`src/rtl/priv_trap_pkg.sv`:
```
package priv_trap_pkg;

  localparam int CODE_W = 5;

  localparam logic [CODE_W-1:0] CODE_INT = 5'd0;
  localparam logic [CODE_W-1:0] CODE_SYS = 5'd8;
  localparam logic [CODE_W-1:0] CODE_RI  = 5'd10;

  typedef enum logic [1:0] {
    ACT_NONE = 2'd0,
    ACT_TRAP = 2'd1,
    ACT_RET  = 2'd2
  } trap_act_e;

endpackage

```
`src/rtl/priv_trap_arbiter.sv`:
```
module priv_trap_arbiter
  import priv_trap_pkg::*;
(
  input  logic              mode,
  input  logic              ie,
  input  logic              exc_req,
  input  logic [CODE_W-1:0] exc_code,
  input  logic              sys_req,
  input  logic              priv_instr,
  input  logic              irq,
  input  logic              trap_ret,
  output trap_act_e         act,
  output logic [CODE_W-1:0] code
);

  logic user_ri;
  assign user_ri = !mode && (priv_instr || trap_ret);

  // Fixed priority: synchronous causes first, interrupt last.
  always_comb begin
    act  = ACT_NONE;
    code = '0;
    if (exc_req) begin
      act  = ACT_TRAP;
      code = exc_code;
    end else if (user_ri) begin
      act  = ACT_TRAP;
      code = CODE_RI;
    end else if (sys_req) begin
      act  = ACT_TRAP;
      code = CODE_SYS;
    end else if (mode && trap_ret) begin
      act  = ACT_RET;
    end else if (irq && ie) begin
      act  = ACT_TRAP;
      code = CODE_INT;
    end
  end

endmodule

```
`src/rtl/priv_trap_status.sv`:
```
module priv_trap_status
  import priv_trap_pkg::*;
#(
  parameter logic PIE_RESET = 1'b1
) (
  input  logic      clk,
  input  logic      rst,
  input  trap_act_e act,
  output logic      mode,
  output logic      ie
);

  logic pie;

  always_ff @(posedge clk) begin
    if (rst) begin
      mode <= 1'b1;
      ie   <= 1'b0;
      pie  <= PIE_RESET;
    end else begin
      case (act)
        ACT_TRAP: begin
          pie  <= ie;
          ie   <= 1'b0;
          mode <= 1'b1;
        end
        ACT_RET: begin
          ie   <= pie;
          mode <= 1'b0;
        end
        default: ;
      endcase
    end
  end

endmodule

```
`src/rtl/priv_trap_regs.sv`:
```
module priv_trap_regs
  import priv_trap_pkg::*;
#(
  parameter int XLEN      = 32,
  parameter int CAUSE_LSB = 2
) (
  input  logic              clk,
  input  logic              rst,
  input  trap_act_e         act,
  input  logic [CODE_W-1:0] code,
  input  logic [XLEN-1:0]   pc_in,
  output logic [XLEN-1:0]   cause,
  output logic [XLEN-1:0]   epc
);

  localparam int CAUSE_MSB = CAUSE_LSB + CODE_W - 1;

  logic [CODE_W-1:0] code_r;

  always_ff @(posedge clk) begin
    if (rst) begin
      code_r <= '0;
      epc    <= '0;
    end else if (act == ACT_TRAP) begin
      code_r <= code;
      epc    <= pc_in;
    end
  end

  // Only the code field is stored; the other bits read as zero.
  for (genvar b = 0; b < XLEN; b++) begin : g_cause
    if (b >= CAUSE_LSB && b <= CAUSE_MSB) begin : g_fld
      assign cause[b] = code_r[b-CAUSE_LSB];
    end else begin : g_zero
      assign cause[b] = 1'b0;
    end
  end

endmodule

```
`src/rtl/priv_trap_redirect.sv`:
```
module priv_trap_redirect
  import priv_trap_pkg::*;
#(
  parameter int              XLEN       = 32,
  parameter logic [XLEN-1:0] BOOT_ADDR  = 32'h0000_0100,
  parameter logic [XLEN-1:0] ENTRY_ADDR = 32'h0000_0080
) (
  input  logic            clk,
  input  logic            rst,
  input  trap_act_e       act,
  input  logic [XLEN-1:0] epc,
  output logic [XLEN-1:0] rpc,
  output logic            rvalid
);

  always_ff @(posedge clk) begin
    if (rst) begin
      rpc    <= BOOT_ADDR;
      rvalid <= 1'b0;
    end else begin
      rvalid <= (act != ACT_NONE);
      case (act)
        ACT_TRAP: rpc <= ENTRY_ADDR;
        ACT_RET:  rpc <= epc;
        default:  ;
      endcase
    end
  end

endmodule

```
`src/rtl/priv_trap_ctrl.sv`:
```
module priv_trap_ctrl
  import priv_trap_pkg::*;
#(
  parameter int              XLEN       = 32,
  parameter int              CAUSE_LSB  = 2,
  parameter logic [XLEN-1:0] BOOT_ADDR  = 32'h0000_0100,
  parameter logic [XLEN-1:0] ENTRY_ADDR = 32'h0000_0080,
  parameter logic            PIE_RESET  = 1'b1
) (
  input  logic              clk,
  input  logic              rst,
  input  logic              exc_req,
  input  logic [CODE_W-1:0] exc_code,
  input  logic              sys_req,
  input  logic              priv_instr,
  input  logic              irq,
  input  logic [XLEN-1:0]   pc_in,
  input  logic              trap_ret,
  output logic [XLEN-1:0]   redir_pc,
  output logic              redir_valid,
  output logic              kmode,
  output logic              ie_q,
  output logic [XLEN-1:0]   cause_q,
  output logic [XLEN-1:0]   epc_q
);

  trap_act_e         act;
  logic [CODE_W-1:0] code;

  priv_trap_arbiter u_arb (
    .mode       (kmode),
    .ie         (ie_q),
    .exc_req    (exc_req),
    .exc_code   (exc_code),
    .sys_req    (sys_req),
    .priv_instr (priv_instr),
    .irq        (irq),
    .trap_ret   (trap_ret),
    .act        (act),
    .code       (code)
  );

  priv_trap_status #(.PIE_RESET(PIE_RESET)) u_status (
    .clk  (clk),
    .rst  (rst),
    .act  (act),
    .mode (kmode),
    .ie   (ie_q)
  );

  priv_trap_regs #(.XLEN(XLEN), .CAUSE_LSB(CAUSE_LSB)) u_regs (
    .clk   (clk),
    .rst   (rst),
    .act   (act),
    .code  (code),
    .pc_in (pc_in),
    .cause (cause_q),
    .epc   (epc_q)
  );

  priv_trap_redirect #(
    .XLEN(XLEN), .BOOT_ADDR(BOOT_ADDR), .ENTRY_ADDR(ENTRY_ADDR)
  ) u_redir (
    .clk    (clk),
    .rst    (rst),
    .act    (act),
    .epc    (epc_q),
    .rpc    (redir_pc),
    .rvalid (redir_valid)
  );

endmodule

```
`config.mk`:
```
export PLATFORM = sky130hd
export DESIGN_NAME = priv_trap_ctrl
export DESIGN_NICKNAME = d
export VERILOG_FILES = /design/src/rtl/priv_trap_pkg.sv /design/src/rtl/priv_trap_arbiter.sv /design/src/rtl/priv_trap_status.sv /design/src/rtl/priv_trap_regs.sv /design/src/rtl/priv_trap_redirect.sv /design/src/rtl/priv_trap_ctrl.sv
export SDC_FILE = /design/constraint.sdc
export NUM_CORES = 1
export LEC_CHECK = 0
export BUFFER_PORTS_ARGS = -buffer_cell sky130_fd_sc_hd__buf_2
export CORE_ASPECT_RATIO = 1.75
export CORE_MARGIN = 4
export CORE_UTILIZATION = 49
export DETAILED_ROUTE_END_ITERATION = 8
export MAX_ROUTING_LAYER = met4
export PLACE_DENSITY_LB_ADDON = 0.05
export SYNTH_ARGS = -nofsm -noshare
export SYNTH_HDL_FRONTEND = slang
export SYNTH_HIERARCHICAL = 1
export SYNTH_SLANG_ARGS = --single-unit
```
`constraint.sdc`:
```
create_clock -name clk -period 2.2 [get_ports clk]
set_input_delay 0 -clock clk [delete_from_list [all_inputs] [get_ports clk]]
set_output_delay 0 -clock clk [all_outputs]
set_load 0.005 [all_outputs]
```
**Word-level counts from Yosys, hierarchy flattened**

Index checks and enable logic that the tools add are counted.

- Reduce and logical (&&, ||, !) cells: 7
- Add/sub/neg operators: 0
- Bitwise gates (word level): 0
- Equality and inequality tests: 2
- Magnitude comparators: 0
- Shift-type cells: 0
- Multipliers: 0
- Div/mod/pow operators: 0
- Muxes and demuxes: 11

Operators by type and width:

| kind | number |
|---|---|
| 32-bit case mux with 2 select lines | 1 |
| 5-bit two-way mux | 2 |
| 2-bit two-way mux | 4 |
| 4-bit two-way mux | 1 |
| 1-bit case mux with 2 select lines | 2 |
| 2-bit nonzero test | 2 |
| 1-bit logical AND | 3 |
| 2-bit by 1-bit == test with 1-bit output, second input constant | 1 |
| 2-bit == test, second input constant | 1 |
| 1-bit logical NOT | 1 |
| 1-bit logical OR | 1 |
| 1-bit two-way mux | 1 |

- Input bits: 44
- Bits in latches: 0
- Bits in read-only memories: 0
- Memories kept: 0
- Bits in registers: 73
- Bits in writable memories: 0

**Logic depth before layout (Yosys ltp)**

Gate-level depths: netlist of run 1.

- Word-level depth: 8
- Depth in mapped cells: 8
- Gate-level depth less buffers: 6

**Hierarchy**

Netlist of run 1, hierarchy kept.

By module, submodules not included:

| module | seq. area each (µm²) | times used | cells each | area each (µm²) |
|---|---|---|---|---|
| priv_trap_regs | 740.7 | 1 | 197 | 2080.7 |
| priv_trap_redirect | 660.6 | 1 | 147 | 1368.8 |
| priv_trap_status | 60.1 | 1 | 15 | 143.9 |
| priv_trap_arbiter | 0.0 | 1 | 12 | 73.8 |

**Worst setup path after synthesis of run 1**

Ideal clock, no wire load.

- Path type: flip-flop to flip-flop
- Start point: reg u_status.ie
- End point: reg u_redir.rpc[8]
- Clock period less this slack: 1.714 ns
- Required time: 2.078 ns
- Setup slack: 0.486 ns
- Arrival: 1.592 ns
- Buffers on the path: 2
- Stages on the path, launching flop included: 8
- Setup time: 0.122 ns
- Cells stage by stage: dfxtp_1 -> nand2_1 -> o211ai_1 -> inv_1 -> ha_1 -> buf_6 -> buf_8 -> a311o_1

- Longest elaborated chain between the ends: 8
- Elaborated cells between the ends (all ways): 10
- Those cells by class: 2 x eq/ne; 6 x mux; 2 x reduce/logical

Ends and longest elaborated chain:

| what | RTL line | RTL |
|---|---|---|
| from (decl) | priv_trap_status.sv:10 | `output logic ie` |
| from (signal assigned) | priv_trap_status.sv:28 | `ie <= pie;` |
| 1-bit logical AND (*) | priv_trap_arbiter.sv:34 | `end else if (irq && ie) begin` |
| 1-bit two-way mux (*) | priv_trap_arbiter.sv:34 |  |
| 2-bit two-way mux (*) | priv_trap_arbiter.sv:32 | `end else if (mode && trap_ret) begin` |
| 2-bit two-way mux (*) | priv_trap_arbiter.sv:29 | `end else if (sys_req) begin` |
| 2-bit two-way mux (*) | priv_trap_arbiter.sv:26 | `end else if (user_ri) begin` |
| 2-bit two-way mux (*) | priv_trap_arbiter.sv:23 | `if (exc_req) begin` |
| named net act[0] | priv_trap_ctrl.sv:27 | `trap_act_e act;` |
| 2-bit == test or 2-bit by 1-bit == test with 1-bit output (tied branches) | priv_trap_redirect.sv:22 | `case (act)` |
| 32-bit case mux with 2 select lines or 2-bit nonzero test (tied branches) | -- |  |
| to (signal assigned) | priv_trap_redirect.sv:24 | `ACT_RET: rpc <= epc;` |
| to (decl) | priv_trap_redirect.sv:12 | `output logic [XLEN-1:0] rpc,` |

The timed path passes the listed nets; every way through them passes the cells marked *.
A chain may end at the register's enable or synchronous reset.

**Worst setup path in the final report of run 1**

- Start point: reg u_status.ie
- End point: reg u_status.mode

- Longest elaborated chain between the ends: 8
- Elaborated cells between the ends (all ways): 10
- Those cells by class: 2 x eq/ne; 6 x mux; 2 x reduce/logical

Ends and longest elaborated chain:

| what | RTL line | RTL |
|---|---|---|
| 1-bit logical AND (*) | priv_trap_arbiter.sv:34 |  |
| 1-bit two-way mux (*) | priv_trap_arbiter.sv:34 |  |
| 2-bit two-way mux (*) | priv_trap_arbiter.sv:32 |  |
| 2-bit two-way mux (*) | priv_trap_arbiter.sv:29 |  |
| 2-bit two-way mux (*) | priv_trap_arbiter.sv:26 |  |
| 2-bit two-way mux (*) | priv_trap_arbiter.sv:23 |  |
| named net act[0] | priv_trap_ctrl.sv:27 |  |
| 2-bit == test or 2-bit by 1-bit == test with 1-bit output (tied branches) | priv_trap_status.sv:21 | `case (act)` |
| 1-bit case mux with 2 select lines or 2-bit nonzero test (tied branches) | -- |  |
| to (signal assigned) | priv_trap_status.sv:17 | `mode <= 1'b1;` |
| to (signal assigned) | priv_trap_status.sv:25 | `mode <= 1'b1;` |
| to (signal assigned) | priv_trap_status.sv:29 | `mode <= 1'b0;` |
| to (decl) | priv_trap_status.sv:9 | `output logic mode,` |

Marks and branches as above.

==> impl_metrics.sql, run 1 <==
INSERT INTO impl_metrics (metric_group, metric, value, unit) VALUES
('timing', 'hold-worst-slack', '71.41', 'ps'),
('power', 'switching_power', '0.7968', 'mW'),
('timing', 'setup_skew', '4.147', 'ps'),
('critical_path', 'crit_fanout', '24', ''),
('yosys', 'synth_commonest_cells', '73 x dfxtp_1, 69 x nand2b_1, 37 x nand4bb_1, 31 x buf_4, 30 x o21ai_2', ''),
('critical_path', 'critical_path.cell_chain', 'nand2_1, o211ai_1, buf_4, inv_1, ha_1, nand2b_1, a21o_1', ''),
('detailed_routing', 'drt_iter0_drc', '252', ''),
('yosys', 'synth.lib_cells_used.distinct', '34', ''),
('global_routing', 'vias_in_the_first_global_route', '2738', ''),
('yosys', 'synth-warning-count', '6', ''),
('outcome', 'status', 'complete, no violations', ''),
('cells_and_area', 'layout-drive-gt1-share', '36.45', '%'),
('cells_and_area', 'p_r_area_growth_vs_syn', '27.60', '%'),
('timing', 'rsz0062_at_grt', 'false', ''),
('power', 'irDropWorstVdd', '0.0004595', 'V'),
('critical_path', 'critical_path.reg2reg.endpoint', 'u_status/mode$_SDFFE_PP1P_', ''),
('critical_path', 'worst-endpoint-required', '2420', 'ps'),
('clocking', 'htree_levels', '3', ''),
('critical_path', 'r2r_setup_slack', '390', 'ps'),
('yosys', 'synth_top_flop_cell', 'dfxtp_1', ''),
('clocking', 'tritoncts_clock_tree', 'yes', ''),
('floorplan', 'dieArea', '0.008987', 'mm^2'),
('detailed_routing', 'wl_per_cell', '14.63', 'um'),
('timing', 'highest_clock_frequency_the_design_can_meet', '552.4', 'MHz'),
('yosys', 'sequential_element_share_of_the_synthesized_area', '39.85', '%'),
('floorplan', 'die_x', '73.40', 'um'),
('clocking', 'root_buffer', 'clkbuf_16', ''),
('yosys', 'yosys-top-cells-area', 'dfxtp_1 40%, nand2b_1 12%, nand4bb_1 11%', ''),
('yosys', 'syn_area_per_cell', '9.885', 'um^2'),
('yosys', 'yosys_register_bits', '73', ''),
('critical_path', 'critical_path_depth', '7', ''),
('floorplan', 'start_util', '50.70', '%'),
('hold_path', 'min_path_type', 'in2reg', ''),
('detailed_routing', 'via_count', '3008', ''),
('place', 'dp_hpwl', '6141', 'um'),
('clocking', 'numCtsBuffers', '9', ''),
('critical_path', 'cp-start-kind', 'flop', ''),
('timing', 'setup-violations-final', '0', ''),
('yosys', 'post-synth-top-area-fraction', '39.85', '%'),
('critical_path', 'critical_path.n_buffers_inverters', '2', ''),
('power', 'power.combinational.fraction', '13.5', '%'),
('detailed_routing', 'final_antenna_net_count', '0', ''),
('critical_path', 'slowest_delay', '380', 'ps'),
('power', 'seq_power_share', '44.2', '%'),
('critical_path', 'worst_setup_path_endpoint', 'u_status/mode$_SDFFE_PP1P_', ''),
('detailed_routing', 'avgViaCountPerCell', '5.022', ''),
('critical_path', 'critical_path.reg2reg.startpoint', 'u_status/ie$_SDFFE_PP0P_', ''),
('detailed_routing', 'firstDrtPassIters', '5', ''),
('cells_and_area', 'stdcell_area', '0.004679', 'mm^2'),
('yosys', 'synth-edff-count', '0', ''),
('floorplan', 'die_h', '122.4', 'um'),
('yosys', 'syn_inst', '371', ''),
('yosys', 'netlist_area', '0.003667', 'mm^2'),
('timing', 'timing.final.crit_period', '1810', 'ps'),
('critical_path', 'critical_path_arrival', '2030', 'ps'),
('critical_path', 'setup.worst_path.class', 'reg2reg', ''),
('cells_and_area', 'insertedDiodeCount', '0', ''),
('clocking', 'max-clock-path-buffers', '2', ''),
('place', 'numPortBuffers', '115', ''),
('timing', 'finalCritPeriodShare', '82.28', '%'),
('place', 'dpl-instance-area', '0.004076', 'mm^2'),
('cells_and_area', 'final_nets', '556', ''),
('floorplan', 'floorplan.rows', '41', ''),
('floorplan', 'design.portCount', '143', ''),
('flow_run', 'timing.max_cap.violations', '0', ''),
('power', 'p_leak', '1.994', 'nW'),
('global_routing', 'grt.overflow.total', '0', ''),
('timing', 'finalMaxSlewViolations', '0', ''),
('power', 'p_clk_share', '42.3', '%'),
('critical_path', 'critPathCaptureType', 'flop', ''),
('clocking', 'post_cts_resize_count', '0', '');
## cell usage in the layout, fill, tap and decap left out, types with 2 or more instances in the layout
cell type and instances:
clkinvlp_4 2, and2_2 3, buf_4 12, o21ai_1 3, dlygate4sd3_1 32, clkbuf_8 2, nand2_1 3, nor2_1 2
buf_2 115, ha_1 3, nand2b_1 69, o21ai_0 5, nand4bb_1 37, conb_1 27, inv_1 5, o21ai_2 30
nand3_1 29, nor2b_1 3, buf_12 2, a21oi_2 5, clkbuf_16 9, a21oi_1 27, clkinv_2 3, dfxtp_1 73
## area by class of cell
| class | instances | area (um^2) |
|---|---|---|
| multi-input cells | 258 | 1783 |
| inverters | 5 | 18.77 |
| repair buffers | 161 | 1026 |
| fillers | 626 | 2554 |
| clock buffers | 11 | 252.7 |
| clock inverters | 5 | 30.03 |
| well taps | 86 | 107.6 |
| flip-flops and latches | 73 | 1461 |
## worst min-delay path by stage
| stage | from | endpoint |
|---|---|---|
| floorplan | rst | u_status/ie$_SDFFE_PP0P_ |
| global placement | pc_in[31] | u_regs/epc[31]$_SDFFE_PP0N_ |
| detailed placement | pc_in[30] | u_regs/epc[30]$_SDFFE_PP0N_ |
| CTS | rst | u_redir/rpc[2]$_SDFFE_PP0P_ |
| global route | exc_code[2] | u_regs/code_r[2]$_SDFFE_PP0N_ |
| finish | rst | u_redir/rpc[2]$_SDFFE_PP0P_ |
## sequential cells by signal, summed over array words and instances (netlist names)
signal and flops:
u_redir/rpc 32, u_regs/epc 32, u_regs/code_r 5, u_redir/rvalid 1
u_status/ie 1, u_status/mode 1, u_status/pie 1
## worst register-to-register path, cell delays in order (launching register included)
cell and delay (ps):
dfxtp_1 380, nand2_1 70, o211ai_1 200, buf_4 310, inv_1 80, ha_1 340, nand2b_1 150, a21o_1 170
## metal layers
metal	up-vias	share of wire [%]	global-route usage [%]
met1	1390	40	24.09
met4	0	1.5	8.730
met2	102	53	33.52
met3	10	5.7	3.770
met5	-	0	-
li1	1506	-	-
## power by group through the flow
stage | Combinational [mW] | Sequential [mW] | Clock, mW
detailed placement | 0.393 | 1.45 | 0
finish | 0.434 | 1.42 | 1.36
floorplan | 0.311 | 1.45 | 0
global placement | 0.389 | 1.45 | 0
global route | 0.478 | 1.43 | 1.45
CTS | 0.438 | 1.42 | 1.40
## logic make-up after synthesis
| logic type | count (synthesis) | synth area share [%] |
|---|---|---|
| simple gates | 151 | 29.79 |
| fa+ha+maj | 4 | 1.365 |
| compound gates | 76 | 14.50 |
| buf+inv | 66 | 14.40 |
| other cells | 1 | 0.1023 |
| flops | 73 | 39.85 |
## what timing repair did
item,in CTS,in global routing
hold buffers,32,0
endpoints found under the setup margin,0,0
endpoints found under the hold margin,32,0
## metrics by stage
stage,setup slack [ps],utilization (%),cells
2_1_floorplan,485.7,-,397
3_3_place_gp,457.1,56.36,551
3_5_place_dp,403.4,56.36,551
4_1_cts,400.7,64.69,599
5_1_grt,269.7,64.69,599
6_report,389.7,64.69,599
No activity file was read; power rests on OpenSTA's default activity.
==> inputs of run 2 (changes only) <==
Settings changed: ABC_AREA set to 1, CORE_UTILIZATION 49 to 48.
Clock period 2.2 ns to 1.75 ns, I/O delays scaled along.
==> impl_metrics.sql, run 2 <==
INSERT INTO impl_metrics (metric_group, metric, value, unit) VALUES
('outcome', 'status', 'complete, no violations', ''),
('critical_path', 'cp-start-kind', 'flop', ''),
('yosys', 'yosysMostFrequentCell', 'nor2_1', ''),
('critical_path', 'crit_fanout', '37', ''),
('clocking', 'clock-sinks', '73', ''),
('global_routing', 'grt_util_met2', '37.33', '%'),
('timing', 'maxSlewHeadroom', '55.70', '%'),
('yosys', 'netlist_area', '0.003368', 'mm^2'),
('yosys', 'synth.lib_cells_used.distinct', '22', ''),
('clocking', 'tritoncts_clock_tree', 'yes', ''),
('critical_path', 'worst-endpoint-required', '1970', 'ps'),
('global_routing', 'grt.overflow.total', '0', ''),
('global_routing', 'vias_in_the_first_global_route', '2974', ''),
('clocking', 'path_clk_slew', '60', 'ps'),
('floorplan', 'design.portCount', '143', ''),
('cells_and_area', 'layout.cells.most_common_list', '115 x buf_2, 81 x nor2_1, 80 x nand2_1, 73 x dfxtp_1, 71 x nand3_1', ''),
('global_routing', 'grt_util_met3', '3.547', '%'),
('clocking', 'htree_levels', '3', ''),
('power', 'power_density', '972.9', 'mW/mm^2'),
('cells_and_area', 'stdcell_area', '0.004410', 'mm^2'),
('yosys', 'synth_commonest_cells', '81 x nor2_1, 80 x nand2_1, 73 x dfxtp_1, 72 x nand3_1, 49 x inv_1', ''),
('yosys', 'yosys_register_bits', '73', ''),
('detailed_routing', 'wl_per_cell', '12.89', 'um'),
('timing', 'setup-violations-final', '0', ''),
('timing', 'worstMarginPinSlew', '663.5', 'ps'),
('yosys', 'synth_top_flop_cell', 'dfxtp_1', ''),
('yosys', 'synth_top_cell_by_area', 'dfxtp_1', ''),
('detailed_routing', 'drt_iter0_drc', '215', ''),
('timing', 'rsz0062_at_grt', 'false', ''),
('global_routing', 'met1_usage', '23.94', '%'),
('timing', 'final_hold_viol_count', '0', ''),
('floorplan', 'design.core.area', '0.006857', 'mm^2'),
('yosys', 'sequential_element_share_of_the_synthesized_area', '43.39', '%'),
('yosys', 'yosys-top-cells-area', 'dfxtp_1 43%, nand3_1 11%, nor2_1 9.0%', ''),
('global_routing', 'grt-busiest-layer', 'met2', ''),
('detailed_routing', 'avgViaCountPerCell', '4.639', ''),
('clocking', 'max-clock-path-buffers', '2', ''),
('flow_run', 'timing.max_cap.violations', '0', ''),
('cells_and_area', 'reg_top3', 'u_redir/rpc x32, u_regs/epc x32, u_regs/code_r x5', ''),
('timing', 'highest_clock_frequency_the_design_can_meet', '637.1', 'MHz'),
('cells_and_area', 'final_nets', '643', ''),
('timing', 'setup_skew', '6.393', 'ps'),
('clocking', 'root_buffer', 'clkbuf_16', ''),
('critical_path', 'setup.worst_path.class', 'reg2reg', ''),
('yosys', 'syn_area_per_cell', '7.370', 'um^2'),
('timing', 'finalCritPeriodShare', '89.69', '%'),
('floorplan', 'die_x', '71.32', 'um'),
('global_routing', 'first_pass_grt_wire_length', '14130', 'um'),
('power', 'irDropWorstVdd', '0.0007536', 'V'),
('detailed_routing', 'final_antenna_net_count', '0', ''),
('power', 'p_leak', '2.376', 'nW'),
('yosys', 'post-synth-top-area-fraction', '43.39', '%'),
('global_routing', 'initial_antenna_violation_count', '0', ''),
('yosys', 'postSynth.asyncResetShare', '0', '%'),
('global_routing', 'globalRouteTotalUtil', '21.56', '%'),
('cells_and_area', 'mostFrequentLayoutCell', 'buf_2', ''),
('critical_path', 'critPathCaptureType', 'flop', ''),
('place', 'numPortBuffers', '115', ''),
('floorplan', 'start_util', '49.12', '%'),
('floorplan', 'die_h', '118.8', 'um'),
('clocking', 'post_cts_buffers', '0', ''),
('hold_path', 'min_path_type', 'in2reg', ''),
('cells_and_area', 'p_r_area_growth_vs_syn', '30.94', '%'),
('timing', 'timing.setup.tns', '0', 'ps'),
('detailed_routing', 'firstDrtPassIters', '6', ''),
('timing', 'timing.final.crit_period', '1570', 'ps'),
('timing', 'finalMaxSlewViolations', '0', ''),
('global_routing', 'grt_max_degree', '38', ''),
('cells_and_area', 'insertedDiodeCount', '0', ''),
('clocking', 'clk-insertion-delay-late', '330', 'ps'),
('floorplan', 'floorplan.rows', '40', ''),
('floorplan', 'dieArea', '0.008474', 'mm^2'),
('detailed_routing', 'drt_drc_violations_left', '0', ''),
('yosys', 'syn_inst', '457', ''),
('detailed_routing', 'drt-total-wl', '8818', 'um'),
('cells_and_area', 'layout-drive-gt1-share', '25.67', '%'),
('place', 'dp_hpwl', '5853', 'um'),
('place', 'dpl-instance-area', '0.003785', 'mm^2'),
('detailed_routing', 'via_count', '3173', ''),
('critical_path', 'critical_path_arrival', '1790', 'ps'),
('yosys', 'synth-edff-count', '0', ''),
('place', 'finalWeightedCongestion', '0.8028', ''),
('clocking', 'numCtsBuffers', '9', ''),
('yosys', 'synth-warning-count', '6', '');
## run 2: changes by cell type after synthesis, sizes merged, moves of 4 or more
cell / change
nor2: +80
nand4bb: -37
inv: +48
nand2b: -69
nand2: +77
buf: -7
nor2b: -4
o21ai: -35
nand3: +42
## run 2: final timing paths
| kind | startpoint | endpoint | slack [ps] | depth (start not counted) |
|---|---|---|---|---|
| worst min-delay path | pc_in[18] | u_regs/epc[18]$_SDFFE_PP0N_ | 30 | 5 |
| worst min register to register | u_redir/rpc[19]$_SDFFE_PP0P_ | u_redir/rpc[19]$_SDFFE_PP0P_ | 460 | 2 |
| worst max register to register | u_status/mode$_SDFFE_PP1P_ | u_regs/epc[18]$_SDFFE_PP0N_ | 180 | 7 |
| worst max-delay path | u_status/mode$_SDFFE_PP1P_ | u_regs/epc[18]$_SDFFE_PP0N_ | 180 | 7 |
## run 2: cells by family (layout without fill, tap and decap cells)
family,count (synthesis),in the layout,synth area share (%)
compound gates,35,35,5.757
buf+inv,108,225,19.65
fa+ha+maj,4,4,1.486
other cells,1,27,0.1113
simple gates,236,236,29.61
flops,73,73,43.39
## run 2: critical path, cell delays in order (launching register included)
cell and delay, ps:
dfxtp_1 330, nand2_1 90, nor3_2 50, buf_4 170, inv_2 490, nand3_1 180, nand2_1 100, nor2_1 40
## run 2: area by class of cell
type | count | area (um^2)
Clock buffer | 14 | 274.0
Clock inverter | 2 | 35.03
Fill cell | 619 | 2446
Inverter | 54 | 207.7
Multi-Input combinational cell | 302 | 1360
Sequential cell | 73 | 1461
Tap cell | 84 | 105.1
Timing Repair Buffer | 155 | 967.2
## run 2: stage by stage
step / power, mW / setup slack, ps / util [%] / cells / hold WS (ps)
final: 4.291 / 180.4 / 64.32 / 684 / 25.95
after CTS: 4.334 / 123.3 / 64.09 / 684 / 7.828
after global placement: 2.399 / 175.3 / 55.20 / 638 / 298.0
after detailed placement: 2.406 / 153.0 / 55.20 / 638 / 309.5
after floorplan: 2.266 / 57.09 / - / 483 / 69.07
after global routing: 4.502 / 36.66 / 64.32 / 684 / 59.51
## run 2: where the power goes
group          total, mW  switching [mW]  internal, mW
clock               1.86           0.643          1.22
combinational      0.603           0.343         0.260
sequential          1.83          0.0682          1.76
total               4.29            1.05          3.24
## run 2: what timing repair did
| item | in CTS | in global routing |
|---|---|---|
| hold buffers | 30 | 0 |
| hold endpoints to repair | 30 | 0 |
| gates resized for setup | 0 | 2 |
| endpoints found under the setup margin | 0 | 11 |
## run 2: layer usage
layer	wire length, um	up-vias	part of all wire (%)
li1	-	1633	-
met4	170	0	1.9
met3	470	13	5.3
met5	0	-	0
met2	4699	105	53
met1	3477	1422	39
==> inputs of run 3 (changes only) <==
Settings changed: RECOVER_POWER set to 100.
==> impl_metrics.sql, run 3 (synthesis gave the netlist of run 2 again) <==
INSERT INTO impl_metrics (metric_group, metric, value, unit) VALUES
('outcome', 'status', 'complete, no violations', ''),
('power', 'seq_power_share', '42.7', '%'),
('floorplan', 'design.portCount', '143', ''),
('critical_path', 'critPathCaptureType', 'flop', ''),
('timing', 'finalMaxSlewViolations', '0', ''),
('timing', 'setup_skew', '5.228', 'ps'),
('critical_path', 'setup.worst_path.class', 'reg2reg', ''),
('timing', 'maxSlewHeadroom', '56.17', '%'),
('cells_and_area', 'layout.cells.most_common_list', '85 x buf_2, 81 x nor2_1, 80 x nand2_1, 73 x dfxtp_1, 71 x nand3_1', ''),
('timing', 'timing.final.crit_period', '1586', 'ps'),
('power', 'irDropWorstVdd', '0.0007505', 'V'),
('cells_and_area', 'insertedDiodeCount', '0', ''),
('critical_path', 'critical_path_arrival', '1810', 'ps'),
('power', 'switching_power', '1.052', 'mW'),
('clocking', 'clk-insertion-delay-late', '330', 'ps'),
('global_routing', 'globalRouteTotalUtil', '21.56', '%'),
('clocking', 'numCtsBuffers', '9', ''),
('cells_and_area', 'final_core_utilization', '63.78', '%'),
('cells_and_area', 'mostFrequentLayoutCell', 'buf_2', ''),
('cells_and_area', 'num-fill-cells', '639', ''),
('timing', 'finalCritPeriodShare', '90.65', '%'),
('clocking', 'clock-sinks', '73', ''),
('power', 'p_clk_share', '43.5', '%'),
('timing', 'timing.setup.tns', '0', 'ps'),
('clocking', 'path_clk_slew', '50', 'ps'),
('cells_and_area', 'layout-drive-gt1-share', '20.67', '%'),
('timing', 'setup-violations-final', '0', ''),
('detailed_routing', 'drt_iter0_drc', '197', ''),
('place', 'finalWeightedCongestion', '0.8028', ''),
('floorplan', 'dieArea', '0.008474', 'mm^2'),
('global_routing', 'grt_max_degree', '38', ''),
('timing', 'highest_clock_frequency_the_design_can_meet', '630.4', 'MHz'),
('detailed_routing', 'drt_drc_violations_left', '0', ''),
('cells_and_area', 'p_r_area_growth_vs_syn', '29.83', '%'),
('power', 'power.combinational.fraction', '13.8', '%'),
('clocking', 'max-clock-path-buffers', '2', ''),
('global_routing', 'vias_in_the_first_global_route', '2974', ''),
('detailed_routing', 'via_count', '3162', ''),
('cells_and_area', 'area_taken_by_multi_input_logic_gates', '0.001360', 'mm^2'),
('floorplan', 'design.core.area', '0.006857', 'mm^2'),
('hold_path', 'holdPathStages', '5', ''),
('cells_and_area', 'final_nets', '643', ''),
('clocking', 'tritoncts_clock_tree', 'yes', ''),
('floorplan', 'floorplan.rows', '40', ''),
('place', 'dp_hpwl', '5853', 'um'),
('global_routing', 'first_pass_grt_wire_length', '14130', 'um'),
('clocking', 'root_buffer', 'clkbuf_16', ''),
('critical_path', 'crit_fanout', '18', ''),
('floorplan', 'start_util', '49.12', '%'),
('cells_and_area', 'seqCellArea', '0.001461', 'mm^2'),
('place', 'dp_cells', '638', ''),
('critical_path', 'worst_reg_to_reg_cells', '8', ''),
('floorplan', 'die_x', '71.32', 'um'),
('detailed_routing', 'drt-total-wl', '8792', 'um'),
('detailed_routing', 'avgViaCountPerCell', '4.623', ''),
('flow_run', 'timing.max_cap.violations', '0', ''),
('place', 'numPortBuffers', '115', ''),
('power', 'p_leak', '2.260', 'nW'),
('global_routing', 'initial_antenna_violation_count', '0', ''),
('detailed_routing', 'firstDrtPassIters', '4', ''),
('detailed_routing', 'final_antenna_net_count', '0', ''),
('cells_and_area', 'post_layout_nonfiller_instances', '684', ''),
('cells_and_area', 'reg_top3', 'u_redir/rpc x32, u_regs/epc x32, u_regs/code_r x5', ''),
('timing', 'final_hold_viol_count', '0', ''),
('detailed_routing', 'wl_per_cell', '12.85', 'um'),
('critical_path', 'cp-start-kind', 'flop', ''),
('hold_path', 'min_path_type', 'in2reg', ''),
('clocking', 'htree_levels', '3', ''),
('floorplan', 'die_h', '118.8', 'um'),
('power', 'internal_power', '3.227', 'mW'),
('global_routing', 'grt.overflow.total', '0', ''),
('timing', 'rsz0062_at_grt', 'false', ''),
('power', 'power_density', '978.4', 'mW/mm^2'),
('timing', 'worstMarginPinSlew', '656.5', 'ps'),
('clocking', 'post_cts_buffers', '0', ''),
('power', 'swShare', '24.58', '%'),
('critical_path', 'worst-endpoint-required', '1970', 'ps');
-- run 3: cell types whose count changed in the layout (fill, tap and decap cells not counted) --
cell	previous run	this run
clkbuf_1	2	32
buf_2	115	85
buf_4	8	7
clkbuf_4	0	1
-- run 3: final timing paths --
check                          startpoint                            to  slack (ps)
max            u_status/mode$_SDFFE_PP1P_   u_redir/rpc[7]$_SDFFE_PP0P_         160
min                             pc_in[18]   u_regs/epc[18]$_SDFFE_PP0N_          30
max reg2reg    u_status/mode$_SDFFE_PP1P_   u_redir/rpc[7]$_SDFFE_PP0P_         160
min reg2reg  u_redir/rpc[19]$_SDFFE_PP0P_  u_redir/rpc[19]$_SDFFE_PP0P_         460
-- run 3: critical path: stages (launching register included) --
cell	delay, ps
dfxtp_1	370
nand2_1	90
nor3_2	150
inv_1	100
ha_4	300
clkbuf_4	250
nand2_1	70
nor2_1	90
nor2_1	50
-- run 3: routing by layer --
layer	wire length [um]	track usage [%]	vias to the layer above	share of wire, %
met1	3407	23.94	1406	39
met5	0	-	-	0
met4	170	9.176	0	1.9
met2	4714	37.33	108	54
met3	500	3.547	13	5.7
li1	-	-	1635	-
-- run 3: power by group through the flow --
stage / clock (mW) / sequential [mW] / combinational, mW
floorplan: 0 / 1.86 / 0.407
global placement: 0 / 1.86 / 0.539
detailed placement: 0 / 1.86 / 0.544
CTS: 1.91 / 1.83 / 0.597
global route: 1.98 / 1.84 / 0.672
finish: 1.86 / 1.83 / 0.592
-- run 3: cell type report --
type                            count  share of cell area (%)
Timing Repair Buffer              155                   21.26
Clock inverter                      2                  0.8011
Clock buffer                       14                   6.266
Tap cell                           84                   2.403
Sequential cell                    73                   33.42
Inverter                           54                   4.750
Multi-Input combinational cell    302                   31.10
-- run 3: per-stage QoR --
step           worst slack [ps]  hold slack (ps)  power, mW  cell area (um^2)
2_1_floorplan             57.09            69.07      2.266              3466
3_3_place_gp              175.3            298.0      2.399              3785
3_5_place_dp              153.0            309.5      2.406              3785
4_1_cts                   123.3            7.828      4.334              4394
5_1_grt                   31.53            59.51      4.492              4373
6_report                  163.6            25.17      4.278              4373
-- run 3: timing repair --
item                                   4_1_cts  5_1_grt
endpoints found under the hold margin       30        0
hold buffers                                30        0
setup endpoints to repair                    0       11
resized for setup                            0        2
